--- src/rtl/tick_timer.sv ---
module tick_timer #(
  parameter int EVT_N = 18,
  parameter int SRC_N = 4,
  parameter int AW    = 3
) (
  input  logic             clk,
  input  logic             rst_n,
  input  logic             wr_en,
  input  logic [AW-1:0]    addr,
  input  logic [31:0]      wr_data,
  output logic [31:0]      rd_data,
  input  logic [SRC_N-1:0] src_tick,
  input  logic [EVT_N-1:0] evt,
  output logic             irq
);
  localparam logic [AW-1:0] A_CTL = AW'(0);
  localparam logic [AW-1:0] A_LOAD = AW'(1);
  localparam logic [AW-1:0] A_VAL = AW'(2);
  localparam logic [AW-1:0] A_CAP = AW'(3);
  localparam logic [AW-1:0] A_CLR = AW'(4);

  logic [7:0]  ps_term, ps_cnt;
  logic        ps_en, ps_flag, irq_src, cap_en, up, en, per;
  logic [4:0]  evt_sel;
  logic [2:0]  clk_sel;
  logic [1:0]  fmt;
  logic [3:0]  pre;
  logic [31:0] load_q, cnt_q, cap_q, nxt;
  logic [14:0] pre_cnt, pre_lim;
  logic        irq_q, sel_tick, cap_hit, step, wrap, ov, ps_hit, irq_set;
  logic [7:0]  ceil;
  logic [8:0]  t_h, t_s, t_m, t_r;
  logic        cnt_ok;
  logic        unused_rsv;

  wire we_ctl  = wr_en && addr == A_CTL;
  wire we_load = wr_en && addr == A_LOAD;
  wire we_clr  = wr_en && addr == A_CLR;

  assign unused_rsv = ^wr_data[22:19];
  assign ceil = fmt[0] ? 8'd255 : 8'd23;
  assign irq  = irq_q;

  always_comb begin
    sel_tick = 1'b0;
    for (int i = 0; i < SRC_N; i++)
      if (int'(clk_sel) == i) sel_tick = src_tick[i];
  end

  always_comb begin
    cap_hit = 1'b0;
    for (int i = 0; i < EVT_N; i++)
      if (int'(evt_sel) == i) cap_hit = cap_en && evt[i];
  end

  always_comb begin
    case (pre)
      4'd4:    pre_lim = 15'd15;
      4'd8:    pre_lim = 15'd255;
      4'd15:   pre_lim = 15'd32767;
      default: pre_lim = 15'd0;
    endcase
  end

  assign step = en && sel_tick && pre_cnt == pre_lim;

  function automatic logic [8:0] f_up(input logic [7:0] f, input logic [7:0] mx, input logic c);
    if (!c) return {1'b0, f};
    else if (f >= mx) return 9'h100;
    else return {1'b0, f + 8'd1};
  endfunction

  function automatic logic [8:0] f_dn(input logic [7:0] f, input logic [7:0] mx, input logic b);
    if (!b) return {1'b0, f};
    else if (f == 8'd0) return {1'b1, mx};
    else return {1'b0, f - 8'd1};
  endfunction

  always_comb begin
    t_h = '0; t_s = '0; t_m = '0; t_r = '0;
    nxt = cnt_q;
    wrap = 1'b0;
    if (fmt[1]) begin
      if (up) begin
        t_h = f_up(cnt_q[7:0], 8'd99, 1'b1);
        t_s = f_up(cnt_q[15:8], 8'd59, t_h[8]);
        t_m = f_up(cnt_q[23:16], 8'd59, t_s[8]);
        t_r = f_up(cnt_q[31:24], ceil, t_m[8]);
      end else begin
        t_h = f_dn(cnt_q[7:0], 8'd99, 1'b1);
        t_s = f_dn(cnt_q[15:8], 8'd59, t_h[8]);
        t_m = f_dn(cnt_q[23:16], 8'd59, t_s[8]);
        t_r = f_dn(cnt_q[31:24], ceil, t_m[8]);
      end
      nxt  = {t_r[7:0], t_m[7:0], t_s[7:0], t_h[7:0]};
      wrap = t_r[8];
    end else if (up) begin
      {wrap, nxt} = {1'b0, cnt_q} + 33'd1;
    end else begin
      nxt  = cnt_q - 32'd1;
      wrap = cnt_q == 32'd0;
    end
  end

  assign ov      = step && wrap;
  assign ps_hit  = ov && ps_en && !we_ctl && ({1'b0, ps_cnt} + 9'd1 == {1'b0, ps_term});
  assign irq_set = irq_src ? ps_hit : ov;

  always_ff @(posedge clk) begin
    if (!rst_n) begin
      ps_term <= 8'd1; ps_en <= 1'b0; irq_src <= 1'b0; cap_en <= 1'b0;
      evt_sel <= '0; clk_sel <= '0; up <= 1'b0; en <= 1'b0; per <= 1'b0;
      fmt <= '0; pre <= '0;
    end else if (we_ctl) begin
      ps_term <= (wr_data[31:24] == 8'd0) ? 8'd1 : wr_data[31:24];
      ps_en   <= wr_data[23];
      irq_src <= wr_data[18];
      cap_en  <= wr_data[17];
      evt_sel <= wr_data[16:12];
      clk_sel <= wr_data[11:9];
      up      <= wr_data[8];
      en      <= wr_data[7];
      per     <= wr_data[6];
      fmt     <= wr_data[5:4];
      pre     <= wr_data[3:0];
    end
  end

  always_ff @(posedge clk) begin
    if (!rst_n) pre_cnt <= '0;
    else if (we_ctl || we_load || !en) pre_cnt <= '0;
    else if (sel_tick) pre_cnt <= step ? 15'd0 : pre_cnt + 15'd1;
  end

  always_ff @(posedge clk) begin
    if (!rst_n) begin
      load_q <= '0;
      cnt_q  <= '0;
    end else if (we_load) begin
      load_q <= wr_data;
      cnt_q  <= wr_data;
    end else if (step) begin
      cnt_q <= (wrap && per) ? load_q : nxt;
    end
  end

  always_ff @(posedge clk) begin
    if (!rst_n) begin
      ps_cnt  <= '0;
      ps_flag <= 1'b0;
      irq_q   <= 1'b0;
      cap_q   <= '0;
    end else begin
      if (we_ctl || we_clr || ps_hit) ps_cnt <= '0;
      else if (ov && ps_en) ps_cnt <= ps_cnt + 8'd1;
      if (ps_hit) ps_flag <= 1'b1;
      else if (we_clr) ps_flag <= 1'b0;
      if (irq_set) irq_q <= 1'b1;
      else if (we_clr) irq_q <= 1'b0;
      if (cap_hit) cap_q <= cnt_q;
    end
  end

  always_comb begin
    case (addr)
      A_CTL:   rd_data = {ps_cnt, ps_en, 3'b000, ps_flag, irq_src, cap_en, evt_sel,
                          clk_sel, up, en, per, fmt, pre};
      A_LOAD:  rd_data = load_q;
      A_VAL:   rd_data = cnt_q;
      A_CAP:   rd_data = cap_q;
      default: rd_data = '0;
    endcase
  end

  assign cnt_ok = cnt_q[7:0] <= 8'd99 && cnt_q[15:8] <= 8'd59 &&
                  cnt_q[23:16] <= 8'd59 && cnt_q[31:24] <= ceil;

  AST_TERM_NONZERO: assert property (@(posedge clk) disable iff (!rst_n)
    ps_term != 8'd0) else $error("terminal count is zero");
  AST_FLAG_ENABLE: assert property (@(posedge clk) disable iff (!rst_n)
    $rose(ps_flag) |-> $past(ps_en)) else $error("flag set while disabled");
  AST_IRQ_HOLD: assert property (@(posedge clk) disable iff (!rst_n)
    (irq_q && !we_clr) |=> irq_q) else $error("irq dropped without clear");
  AST_IRQ_CLEAR: assert property (@(posedge clk) disable iff (!rst_n)
    (we_clr && !irq_set) |=> !irq_q) else $error("irq survived clear");
  AST_CAP_HOLD: assert property (@(posedge clk) disable iff (!rst_n)
    !cap_hit |=> $stable(cap_q)) else $error("capture moved without event");
  AST_IDLE_HOLD: assert property (@(posedge clk) disable iff (!rst_n)
    (!en && !we_load) |=> $stable(cnt_q)) else $error("disabled counter moved");
  AST_TIME_VALID: assert property (@(posedge clk) disable iff (!rst_n)
    (step && fmt[1] && !per && cnt_ok && !we_load && !we_ctl) |=> cnt_ok)
    else $error("time field out of range");
endmodule

--- config.mk ---
export PLATFORM = sky130hd
export DESIGN_NAME = tick_timer
export DESIGN_NICKNAME = d
export VERILOG_FILES = /design/src/rtl/tick_timer.sv
export SDC_FILE = /design/constraint.sdc
export NUM_CORES = 1
export LEC_CHECK = 0
export ABC_AREA = 0
export CORE_ASPECT_RATIO = 0.8
export CORE_MARGIN = 5
export CORE_UTILIZATION = 55
export CTS_CLUSTER_DIAMETER = 30
export DETAILED_ROUTE_END_ITERATION = 12
export PLACE_DENSITY = 0.77
export SYNTH_ARGS = -nofsm -noshare
export SYNTH_HDL_FRONTEND = slang
export SYNTH_SLANG_ARGS = --single-unit
--- constraint.sdc ---
create_clock -name clk -period 4.2 [get_ports clk]
set_input_delay 0.63 -clock clk [delete_from_list [all_inputs] [get_ports clk]]
set_output_delay 0.63 -clock clk [all_outputs]
set_load 0.01 [all_outputs]
==> flow_summary.json, run 1 <==
{
  "post_cts_buffers": 0,
  "numCtsBuffers": 17,
  "crit_path_cell_trace": "clkdlybuf4s50_1 > and3b_1 > a22o_1 > a221o_1 > clkdlybuf4s50_1",
  "layout-area-overhead-vs-synth_pct": 18.2,
  "cp_max_fo": 29,
  "finalSetupTns_ns": 0,
  "drt-vias-per-instance": 6.65,
  "dp_hpwl_um": 25200,
  "coreArea_sq_um": 17400,
  "grtUsageTotal": 0.325,
  "yosysTopAreaCell": "dfxtp_1",
  "cts.sink_count": 149,
  "first_iter_violations": 1430,
  "setup_violations": 0,
  "final_util": 0.665,
  "synthCells": 1293,
  "hold_buffers": 0,
  "cp-start-kind": "input port",
  "post-route-period-util": 0.938,
  "leakagePower_nw": 4.06,
  "route.detailed.drc": 0,
  "ant_nets": 0,
  "cp_slowest_stage_delay_ns": 1.02,
  "ys_top_cells_by_area": "dfxtp_1 30%, nand2_1 7.0%, a21oi_1 6.1%",
  "port_buffers": 92,
  "die_y_um": 129,
  "yosysSeqAreaShare": 0.304,
  "peakVddDrop_mv": 0.220,
  "grt_max_degree": 44,
  "clk_path_buf_depth": 2,
  "cts.htree.levels": 4,
  "ys_warn_count": 0,
  "layout.nets": 1416,
  "post-route-worst-setup-slack_ns": 0.260,
  "grt_pass1_vias": 9418,
  "synth.most_common_cell": "nand2_1",
  "antenna_found_initial": 0,
  "crit_slowest_cell": "and3b_1",
  "overflow": 0,
  "routedWlPerCell_um": 21.9,
  "synth_area_sq_um": 9810,
  "fin_cells": 1579,
  "crit_path_frequent_cell": "clkdlybuf4s50_1",
  "avgSynthCellArea_sq_um": 7.59,
  "synth_top_area_frac": 0.304,
  "num_rows": 43,
  "maxCapViolCount": 0,
  "diodes": 0,
  "ys.flop_type": "dfxtp_1",
  "status": "finished clean",
  "die_w_um": 159,
  "fin_crit_ns": 3.94,
  "synthArstFlopShare": 0,
  "dieArea_sq_um": 20600,
  "start_util": 0.563,
  "synthTopCellsByCount": "183 x nand2_1, 149 x dfxtp_1, 120 x a21oi_1",
  "clk_latency_ns": 0.44,
  "cts_root_buffer": "clkbuf_16",
  "post-place-ws_ns": 0.330,
  "cts_repair_resize_count": 0,
  "place_area_sq_um": 11000,
  "worst_hold_slack_ns": 0.460,
  "maxSlewViolCount": 0,
  "path_clk_slew_ns": 0.06,
  "max_slew_margin": 0.199,
  "gp_congestion": 1.02,
  "finalPower_mw": 3.72,
  "synth_edf_count": 0,
  "ys_types": 88,
  "grt_pass1_wl_um": 53900,
  "worstMarginPinSlew_ns": 1.20,
  "rsz0062_at_grt": "false",
  "dp_cells": 1547,
  "hold_violations": 0,
  "worstSetupPathType": "input port to output pin",
  "clock.fmax_mhz": 254,
  "crit_path_end_kind": "output pin",
  "worst_hold_path_type": "flop to flop",
  "fillers": 1501,
  "power_density_nw_per_um2": 320,
  "layout-drive-gt1-share": 0.0916,
  "routed-via-count": 10500,
  "final_area_sq_um": 11600,
  "finalWirelength_um": 34500,
  "drtPass1Iterations": 6,
  "critPathRequiredTime_ns": 3.57,
  "cp.arrival_ns": 3.31,
  "syn_nets": 1368,
  "clock_skew_ns": 0.0113,
  "cts_tree": "yes",
  "yosys_register_bits": 149,
  "num_io_pins": 93
}
-- placed cells by master (no fill, tap or decap), types with 25 or more instances in the layout --
master           synthesis  layout
xor2_1                  25      25
a221o_1                 31      31
buf_4                    2      46
clkdlybuf4s50_1          0      92
a22o_1                  32      32
a21oi_1                120     120
xnor2_1                 29      29
nand3_1                 38      38
nor3_1                  38      36
mux2i_1                 37      37
o21ai_0                 56      56
nand2_1                183     183
nor2_1                 116     116
dfxtp_1                149     149
-- layer usage --
metal  up-vias  track usage  routed length (um)  part of all wire
met5         -            0                   0                 0
met4         0       0.0792                 587             0.017
met3        45        0.116                4560              0.13
met2       620        0.449               13900              0.40
met1      4981        0.481               15500              0.45
li1       4852            -                   -                 -
-- flip-flops by register name (all words and copies together) (netlist names), 2 cells and up --
name,flops
cap_q,32
cnt_q,32
load_q,32
pre_cnt,15
ps_cnt,8
ps_term,8
evt_sel,5
pre,4
clk_sel,3
fmt,2
-- worst paths after layout --
kind	slack [ns]	endpoint	from	cells past startpoint
setup / recovery	0.26	rd_data[6]	addr[1]	5
hold / removal	0.46	irq	irq	2
setup reg to reg	0.81	cnt_q[27]	cnt_q[17]	11
hold reg to reg	0.46	irq	irq	2
-- cells by family after synthesis --
family	synth area share
DFF	0.304
buffers and inverters	0.0571
xor gates and xnor gates	0.0482
muxes	0.0481
AOI/OAI and AO/OA	0.276
adders and majority gates	0.0191
and+or+nand+nor	0.247
-- cell type report --
class                   count  area, sq um  area share
well taps                 225          282      0.0243
clock buffers              18          429      0.0370
clock inverters            14          161      0.0139
repair buffers            142         1350       0.116
multi-input cells        1006         6300       0.543
inverters                  25         95.1     0.00820
flip-flops and latches    149         2980       0.257
-- report_power, final --
group	switching (mW)	leakage [nW]	internal, mW
registers	0.0525	1.20	1.44
logic	0.393	2.57	0.298
clock network	0.687	0.284	0.847
total	1.13	4.06	2.58
-- worst max-delay path: cells and delay by family --
kind	cells	cell delay, ns
AND/OR/NAND/NOR	1	1.02
AO/OA/AOI/OAI	2	0.42
buffers and inverters	2	1.23
Power figures use the tool's default switching activity.
==> run 2, diff against run 1 <==
--- a/config.mk
+++ b/config.mk
@@ -12,6 +12,7 @@
 export CTS_CLUSTER_DIAMETER = 30
 export DETAILED_ROUTE_END_ITERATION = 12
 export PLACE_DENSITY = 0.77
+export SKIP_CTS_REPAIR_TIMING = 1
 export SYNTH_ARGS = -nofsm -noshare
 export SYNTH_HDL_FRONTEND = slang
 export SYNTH_SLANG_ARGS = --single-unit
==> results of run 2 <==
No change in the layout: final DEF, timing and power equal those of run 1.
